`src/rtl/tlbPkg.sv`:
```
package tlbPkg;

  typedef enum logic [1:0] {
    RES_HIT     = 2'b00,
    RES_MISS    = 2'b01,
    RES_INVALID = 2'b10,
    RES_MODIFY  = 2'b11
  } lookupRes_e;

  // control -> datapath
  typedef struct packed {
    logic load;      // write the slot picked by the index
    logic passAddr;  // drive the translated address out
  } ctrlStrobe_t;

  // datapath -> control: summary of the winning slot
  typedef struct packed {
    logic anyMatch;
    logic halfValid;
    logic halfDirty;
  } hitInfo_t;

endpackage

```
`src/rtl/tlb_datapath.sv`:
```
module tlb_datapath
  import tlbPkg::*;
#(
  parameter int NUM_ENTRIES   = 16,
  parameter int VA_W          = 32,
  parameter int PA_W          = 32,
  parameter int ASID_W        = 8,
  parameter int MIN_PAGE_BITS = 12,
  localparam int IDX_W        = (NUM_ENTRIES > 1) ? $clog2(NUM_ENTRIES) : 1
) (
  input  logic              clk,
  input  logic              rstN,
  input  ctrlStrobe_t       strobe,
  input  logic [VA_W-1:0]   lkVaddr,
  input  logic [ASID_W-1:0] curAsid,
  input  logic [IDX_W-1:0]  wrIndex,
  input  logic [VA_W-1:0]   wrVpn,
  input  logic [VA_W-1:0]   wrMask,
  input  logic [ASID_W-1:0] wrAsid,
  input  logic              wrGlobal,
  input  logic [PA_W-1:0]   wrPfnEven,
  input  logic              wrValidEven,
  input  logic              wrDirtyEven,
  input  logic [PA_W-1:0]   wrPfnOdd,
  input  logic              wrValidOdd,
  input  logic              wrDirtyOdd,
  output hitInfo_t          hitInfo,
  output logic [PA_W-1:0]   physAddr
);

  // a page pair is two minimum pages: bits below PAIR_BITS are never tag bits
  localparam int PAIR_BITS = MIN_PAGE_BITS + 1;
  localparam logic [VA_W-1:0] PAIR_MASK = VA_W'((64'd1 << PAIR_BITS) - 64'd1);

  typedef struct packed {
    logic              used;
    logic              glob;
    logic [ASID_W-1:0] asid;
    logic [VA_W-1:0]   vpn;
    logic [VA_W-1:0]   cmpMask;
    logic [PA_W-1:0]   pfnEven;
    logic [PA_W-1:0]   pfnOdd;
    logic              validEven;
    logic              validOdd;
    logic              dirtyEven;
    logic              dirtyOdd;
  } entry_t;

  entry_t wrEntry;

  always_comb begin
    wrEntry.used      = 1'b1;
    wrEntry.glob      = wrGlobal;
    wrEntry.asid      = wrAsid;
    wrEntry.cmpMask   = wrMask | PAIR_MASK;
    wrEntry.vpn       = wrVpn & ~(wrMask | PAIR_MASK);
    wrEntry.pfnEven   = wrPfnEven;
    wrEntry.pfnOdd    = wrPfnOdd;
    wrEntry.validEven = wrValidEven;
    wrEntry.validOdd  = wrValidOdd;
    wrEntry.dirtyEven = wrDirtyEven;
    wrEntry.dirtyOdd  = wrDirtyOdd;
  end

  logic [NUM_ENTRIES-1:0] matchVec;
  logic [NUM_ENTRIES-1:0] halfValidVec;
  logic [NUM_ENTRIES-1:0] halfDirtyVec;
  logic [PA_W-1:0]        halfPa [NUM_ENTRIES];

  for (genvar i = 0; i < NUM_ENTRIES; i++) begin : gSlot
    entry_t          entQ;
    logic            loadHere;
    logic            tagHit;
    logic            asidOk;
    logic            oddSel;
    logic [VA_W-1:0] topBit;
    logic [VA_W-1:0] offVa;

    assign loadHere = strobe.load && (wrIndex == IDX_W'(i));

    always_ff @(posedge clk or negedge rstN) begin
      if (!rstN)         entQ <= '0;
      else if (loadHere) entQ <= wrEntry;
    end

    assign tagHit = ((lkVaddr & ~entQ.cmpMask) == entQ.vpn);
    assign asidOk = entQ.glob || (entQ.asid == curAsid);
    assign topBit = entQ.cmpMask & ~(entQ.cmpMask >> 1);
    assign oddSel = |(lkVaddr & topBit);
    assign offVa  = lkVaddr & (entQ.cmpMask >> 1);

    assign matchVec[i]     = entQ.used && tagHit && asidOk;
    assign halfValidVec[i] = oddSel ? entQ.validOdd : entQ.validEven;
    assign halfDirtyVec[i] = oddSel ? entQ.dirtyOdd : entQ.dirtyEven;
    assign halfPa[i]       = (oddSel ? entQ.pfnOdd : entQ.pfnEven) | PA_W'(offVa);
  end

  // lowest index wins: scan downward so the last assignment is the lowest
  logic [IDX_W-1:0] selIdx;
  always_comb begin
    selIdx = '0;
    for (int k = NUM_ENTRIES - 1; k >= 0; k--) begin
      if (matchVec[k]) selIdx = IDX_W'(k);
    end
  end

  always_comb begin
    hitInfo.anyMatch  = |matchVec;
    hitInfo.halfValid = halfValidVec[selIdx];
    hitInfo.halfDirty = halfDirtyVec[selIdx];
  end

  assign physAddr = strobe.passAddr ? halfPa[selIdx] : '0;

endmodule

```
`src/rtl/tlb_control.sv`:
```
module tlb_control
  import tlbPkg::*;
#(
  parameter int NUM_ENTRIES = 16,
  localparam int IDX_W      = (NUM_ENTRIES > 1) ? $clog2(NUM_ENTRIES) : 1
) (
  input  logic             wrEn,
  input  logic [IDX_W-1:0] wrIndex,
  input  logic             lkWrite,
  input  hitInfo_t         hitInfo,
  output ctrlStrobe_t      strobe,
  output lookupRes_e       result,
  output logic             writeOk
);

  logic idxInRange;

  if ((1 << IDX_W) == NUM_ENTRIES) begin : gFullIdx
    assign idxInRange = 1'b1;
  end else begin : gPartIdx
    assign idxInRange = (wrIndex < IDX_W'(NUM_ENTRIES));
  end

  always_comb begin
    if (!hitInfo.anyMatch)                 result = RES_MISS;
    else if (!hitInfo.halfValid)           result = RES_INVALID;
    else if (lkWrite && !hitInfo.halfDirty) result = RES_MODIFY;
    else                                   result = RES_HIT;
  end

  assign writeOk         = (result == RES_HIT) && hitInfo.halfDirty;
  assign strobe.load     = wrEn && idxInRange;
  assign strobe.passAddr = (result == RES_HIT);

endmodule

```
`src/rtl/dual_page_tlb.sv`:
```
module dual_page_tlb
  import tlbPkg::*;
#(
  parameter int NUM_ENTRIES   = 16,
  parameter int VA_W          = 32,
  parameter int PA_W          = 32,
  parameter int ASID_W        = 8,
  parameter int MIN_PAGE_BITS = 12,
  localparam int IDX_W        = (NUM_ENTRIES > 1) ? $clog2(NUM_ENTRIES) : 1
) (
  input  logic              clk,
  input  logic              rstN,
  input  logic [VA_W-1:0]   lkVaddr,
  input  logic              lkWrite,
  input  logic [ASID_W-1:0] curAsid,
  input  logic              wrEn,
  input  logic [IDX_W-1:0]  wrIndex,
  input  logic [VA_W-1:0]   wrVpn,
  input  logic [VA_W-1:0]   wrMask,
  input  logic [ASID_W-1:0] wrAsid,
  input  logic              wrGlobal,
  input  logic [PA_W-1:0]   wrPfnEven,
  input  logic              wrValidEven,
  input  logic              wrDirtyEven,
  input  logic [PA_W-1:0]   wrPfnOdd,
  input  logic              wrValidOdd,
  input  logic              wrDirtyOdd,
  output logic [PA_W-1:0]   physAddr,
  output logic              writeOk,
  output logic [1:0]        result
);

  ctrlStrobe_t strobe;
  hitInfo_t    hitInfo;
  lookupRes_e  resCode;

  tlb_datapath #(
    .NUM_ENTRIES  (NUM_ENTRIES),
    .VA_W         (VA_W),
    .PA_W         (PA_W),
    .ASID_W       (ASID_W),
    .MIN_PAGE_BITS(MIN_PAGE_BITS)
  ) u_datapath (
    .clk        (clk),
    .rstN       (rstN),
    .strobe     (strobe),
    .lkVaddr    (lkVaddr),
    .curAsid    (curAsid),
    .wrIndex    (wrIndex),
    .wrVpn      (wrVpn),
    .wrMask     (wrMask),
    .wrAsid     (wrAsid),
    .wrGlobal   (wrGlobal),
    .wrPfnEven  (wrPfnEven),
    .wrValidEven(wrValidEven),
    .wrDirtyEven(wrDirtyEven),
    .wrPfnOdd   (wrPfnOdd),
    .wrValidOdd (wrValidOdd),
    .wrDirtyOdd (wrDirtyOdd),
    .hitInfo    (hitInfo),
    .physAddr   (physAddr)
  );

  tlb_control #(
    .NUM_ENTRIES(NUM_ENTRIES)
  ) u_control (
    .wrEn    (wrEn),
    .wrIndex (wrIndex),
    .lkWrite (lkWrite),
    .hitInfo (hitInfo),
    .strobe  (strobe),
    .result  (resCode),
    .writeOk (writeOk)
  );

  assign result = resCode;

endmodule

```
`config.mk`:
```
export PLATFORM = sky130hd
export DESIGN_NAME = dual_page_tlb
export DESIGN_NICKNAME = d
export VERILOG_FILES = /design/src/rtl/tlbPkg.sv /design/src/rtl/tlb_datapath.sv /design/src/rtl/tlb_control.sv /design/src/rtl/dual_page_tlb.sv
export SDC_FILE = /design/constraint.sdc
export NUM_CORES = 2
export LEC_CHECK = 0
export BUFFER_PORTS_ARGS = -buffer_cell sky130_fd_sc_hd__clkbuf_2
export CORE_MARGIN = 10
export CORE_UTILIZATION = 40
export CTS_CLUSTER_SIZE = 12
export DETAILED_ROUTE_END_ITERATION = 8
export GPL_ROUTABILITY_DRIVEN = 0
export HOLD_SLACK_MARGIN = 0.03
export PLACE_DENSITY_LB_ADDON = 0.2
export SYNTH_ARGS = -nofsm -noshare
export SYNTH_HDL_FRONTEND = slang
export SYNTH_HIERARCHICAL = 1
export SYNTH_SLANG_ARGS = --single-unit
```
`constraint.sdc`:
```
create_clock -name clk -period 5.5 [get_ports clk]
set_input_delay 0.275 -clock clk [delete_from_list [all_inputs] [get_ports clk]]
set_output_delay 0.275 -clock clk [all_outputs]
set_load 0.01 [all_outputs]
```
# Word-level counts from Yosys, hierarchy flattened
# Index checks and enable logic that the tools add are counted.
[totals]
out_inout_bits = 35
in_bits = 189
wordCells = 501
ff_bits = 2272
[classes]
n_mux = 75
bitwise_logic = 115
n_reduce_logical = 86
magnitude_cmp = 2
n_eq_ne = 47
[ops]
columns = ["operator", "count"]
rows = [
  ["32-bit bitwise AND", 49],
  ["32-bit 2-to-1 mux", 19],
  ["32-bit NOT", 17],
  ["32-bit by 31-bit bitwise AND with 32-bit output", 16],
  ["32-bit equality test", 16],
  ["31-bit NOT with 32-bit output", 16],
  ["32-bit bitwise OR", 16],
  ["32-bit OR reduction", 16],
  ["32-bit binary-select mux with 4-bit select", 1],
  ["8-bit equality test", 16],
  ["4-bit 2-to-1 mux", 16],
  ["1-bit logical AND", 50],
  ["1-bit 2-to-1 mux", 34],
  ["4-bit equality test, second input constant", 8],
  ["4-bit by 3-bit equality test with 1-bit output, second input constant", 4],
  ["1-bit logical OR", 16],
  ["16-bit OR reduction", 1],
  ["1-bit binary-select mux with 4-bit select", 2],
  ["4-bit by 2-bit equality test with 1-bit output, second input constant", 2],
  ["2-bit 2-to-1 mux", 3],
  ["5-bit >= comparator, second input constant", 1],
  ["4-bit by 5-bit < comparator with 1-bit output, second input constant", 1],
  ["4-bit NOT with 5-bit output", 1],
  ["4-bit by 1-bit equality test with 1-bit output, second input constant", 1],
  ["3 further kinds", 3],
]

# Logic depth before layout (Yosys ltp)
[depth]
ltp_word = 30
depth_mapped = 25

# Cells and area by module
# The synthesis kept the hierarchy.
[by_module_without_submodules]
columns = ["mod", "area_each_um2", "cells_per_inst", "instances"]
rows = [
  ["tlb_datapath", 93792.5, 10266, 1],
  ["tlb_control", 51.3, 7, 1],
]

# Least setup slack after synthesis
# Ideal clock, no wire load.
[synth_path]
path_kind = "flip-flop to output port"
startpoint = "register u_datapath/gSlot[12].entQ[90] (netlist name)"
endpoint = "output port physAddr[0]"
n_path_buf = 5
setup_slack_ns = 0.840
t_required_ns = 5.225
path_stages_with_launch = 23
t_arrival_ns = 4.385
path_cell_list = "dfrtp_1 nor2b_1 xnor2_1 nand4_1 or4_1 a211oi_2 a311oi_1 o311a_1 buf_6 or2_4 buf_6 buf_6 buf_6 a211oi_2 a21oi_1 o2bb2ai_1 a221oi_2 nand2b_4 and3_1 clkbuf_1 a21boi_0 o31ai_1 nor3_1"
[synth_rtl]
columns = ["item", "line_no", "text"]
rows = [
  ["start: declaration", "tlb_datapath.sv:71", "entry_t entQ;"],
  ["start signal: assignment", "tlb_datapath.sv:83", "else if (loadHere) entQ <= wrEntry;"],
  ["end: declaration", "dual_page_tlb.sv:28", "output logic [PA_W-1:0] physAddr,"],
]

==> results.cfg <==
[layout]
top_regs = u_datapath/gSlot.entQ (1856)
syn2layout_area_growth_pct = 19.2
top_register = u_datapath/gSlot.entQ
largest_reg_flops = 1856
fill_cells = 21900
nets = 10900
fin_area_mm2 = 0.112
final_util = 0.480
drive_above_1_share = 0.208

[floorplan]
initial_utilization = 0.403
die_x_um = 504
core_mm2 = 0.233
num_io_pins = 224
die_area_mm2 = 0.254
chipHeight_um = 504
row_count = 177

[sta]
period_needed_ns = 6.11
setup_viol = 32
finalHoldViolCount = 0
fmax_mhz = 164
finalCritPeriodShare = 1.11
skew_ns = 0
worst_pin_slew_ns = 1.52
slew_headroom = -0.0227
drv_slew = 8
fin_ws_ns = -0.610
rsz0062_at_grt = true

[synthesis]
synth_cells = 10300
synth_area_mm2 = 0.0938
synth.yosys.seq_area_share = 0.495
synth.avg_cell_area_um2 = 9.13
async_flop_share = 1.00
synth_top_family_by_area = simple AND/OR/NAND/NOR gates
synth_compound_area_frac = 0.0759
synth.area.mux_share = 0.127
synth_ff_type = dfrtp_1
synth_edf_count = 0
synth_warnings = 6
synth_xor_area_frac = 0.0402
postSynthNetCount = 10500
synth_adder_area_share = 0
synth-seq-cells = 1856
synth_simple_gate_area_frac = 0.226
ys_types = 71

[power_and_ir_drop]
leakagePower_nw = 53.3
power_mw = 45.2
powerDensity_mw_per_mm2 = 404
irDropWorstVdd_v = 0.000313

[routing]
ant_nets = 0
via_per_inst = 5.97
dr.pass1.iters = 6
wire_per_inst_um = 30.5
wl_um = 430000
drt_iter0_drc = 11800
drc = 0
vias = 84000

[worst_setup_path]
cp-end-kind = output port
cpMostUsedCell = buf_12
crit_buf_inv = 6
critPathSlowestCell = or4_4
path_class = flop to output port
cp_top_family = compound AO/OA/AOI/OAI gates
reg2reg_depth = 3
worstPathArrival_ns = 5.84
start_kind = flop
worstPathRequired_ns = 5.22
timing.critical_path.depth = 24
path_cells = nor2b_2 -> xnor2_2 -> nand4_1 -> or4_4 -> a211oi_4 -> a311oi_4 -> o311a_4 -> nor2_4 -> buf_8 -> buf_12 -> a211oi_2 -> a21oi_1 -> a21oi_2 -> o2bb2ai_2 -> a221oi_4 -> nand2b_4 -> and3_4 -> buf_12 -> buf_12 -> buf_16 -> o211ai_1 -> a21oi_1 -> and3_1 -> buf_2
critPathMaxFanout = 7
critPathMaxStageDelay_ns = 0.61

[flow_run]
max_cap_viol_count = 1

[global_routing]
grt_pass1_vias = 80500
grt_antenna_before_repair = 48
grt_usage = 0.325
grt_max_degree = 193
grt-ovfl-total = 0
grt_pass1_wl_um = 605000

[place]
placed_area_mm2 = 0.102
io_buffers = 197
hpwl_um = 289000

[cts]
cts_inserted_buffers = 204
clock_sink_count = 1856
clockBufferDepth = 3
cts_root_buf = clkbuf_16
htree_levels = 4
cts_tree = built
worstSkewPairLatency_ns = 0.92
clkTransAtPathRegs_ns = 0.06

[status]
status = finished with violations
failed_checks = capacitance limit, slew limit, setup timing

[worst_hold_path]
hp-class = input port to asynchronous set/reset pin
synth_stat cells, types with 19 or more instances:
cell       number  area (um2)
a2111oi_0      39         342
a211oi_1      108         811
a21oi_1        93         465
a221oi_1       21         184
a311oi_1       91         797
a31oi_1        80         500
and2_1         19         119
and3_1        113         707
buf_2         100         500
buf_4          23         173
buf_6          22         248
clkbuf_1      624        2340
dfrtp_1      1856       46400
mux2_2        803        9040
mux2i_1       284        2840
nand2_1      3809       14300
nand2b_1       36         225
nand3_1       110         551
nand4_1       123         769
nor2_1        105         394
nor2b_1       376        2350
nor3_1        156         781
nor4_1        116         726
o2111ai_1      30         263
o211ai_1       23         173
o21ai_0       387        1940
o22ai_1       135         845
xnor2_1       303        2650
xor2_1        128        1120
routing by layer:
| layer | part of all wire | vias up | GRT usage |
|---|---|---|---|
| met1 | 0.39 | 41600 | 0.425 |
| met2 | 0.41 | 5501 | 0.465 |
| met3 | 0.12 | 1454 | 0.104 |
| li1 | - | 35400 | - |
| met4 | 0.075 | 36 | 0.200 |
| met5 | 0.00077 | - | 0 |
cell type report:
cell class	instances	area [um2]	share of cell area
repair buffers	1047	8920	0.0797
multi-input cells	7625	45200	0.404
clock inverters	66	1100	0.00981
flip-flops and latches	1856	46400	0.415
diodes	26	65.1	0.000582
well taps	3132	3920	0.0350
inverters	6	22.5	0.000201
clock buffers	314	6200	0.0554
worst register-to-register path: stages (launching register included):
cell and delay (ns):
dfrtp_1 0.44, buf_4 0.38, clkinv_1 0.80, nand2_1 0.23
cells by family after synthesis:
logic type,after synthesis
compound gates,1100
xor+xnor,431
buf+inv,793
flops,1856
mux,1088
simple gates,5005
report_power, final:
group | switching [mW] | internal [mW]
Clock | 6.21 | 8.61
Combinational | 7.04 | 4.69
Sequential | 2.17 | 16.4
Total | 15.4 | 29.7
path summary, 6_finish.rpt:
kind,slack (ns),start,endpoint
worst max-delay path,-0.61,u_datapath/gSlot[12].entQ[97]$_DFFE_PN0P_,physAddr[21]
worst min-delay path,0.07,rstN,u_datapath/gSlot[2].entQ[22]$_DFFE_PN0P_
worst max register to register,3.57,u_datapath/gSlot[11].entQ[80]$_DFFE_PN0P_,u_datapath/gSlot[11].entQ[80]$_DFFE_PN0P_
worst min register to register,0.47,u_datapath/gSlot[13].entQ[17]$_DFFE_PN0P_,u_datapath/gSlot[13].entQ[17]$_DFFE_PN0P_
max in group asynchronous,3.51,rstN,u_datapath/gSlot[9].entQ[9]$_DFFE_PN0P_
min in group clk,0.15,wrMask[27],u_datapath/gSlot[11].entQ[95]$_DFFE_PN0P_
layout by cell type, fill, tap and decap left out, types with 20 or more instances in the layout:
master	n
nand2_1	3793
dfrtp_1	1855
mux2_2	801
buf_4	650
o21ai_0	385
nor2b_1	373
xnor2_1	302
mux2i_1	283
clkbuf_16	204
clkbuf_2	162
nor3_1	150
o22ai_1	135
xor2_1	128
nand4_1	123
a211oi_1	102
dlygate4sd3_1	100
nor4_1	100
and3_1	98
nand3_1	95
nor2_1	92
a311oi_1	84
a31oi_1	80
buf_12	78
a21oi_1	75
clkbuf_8	68
clkbuf_1	42
a2111oi_0	32
clkinv_2	31
o2111ai_1	28
diode_2	26
nand2b_1	24
o211ai_1	23
a221oi_1	20
metrics by stage:
stage | std cells | hold slack (ns) | TNS, ns | worst slack (ns)
after global routing | 14100 | 0.0934 | -20.41 | -0.715
final | 14100 | 0.0659 | -16.54 | -0.610
after global placement | 13500 | 0.449 | -19.42 | -0.696
after detailed placement | 13500 | 0.448 | -19.80 | -0.719
after CTS | 14000 | 0.0539 | -15.05 | -0.556
after floorplan | 10300 | -0.0206 | 0 | 0.840
what timing repair did:
item                                     CTS  global route
gates resized for setup                  149            95
hold endpoints to repair                1787             0
cloned                                     3             0
buffers inserted                          27             9
pin swaps                                 38            44
endpoints found under the setup margin    35            35
hold buffers                             100             0
Note: power is estimated with default switching activity, not from simulation.
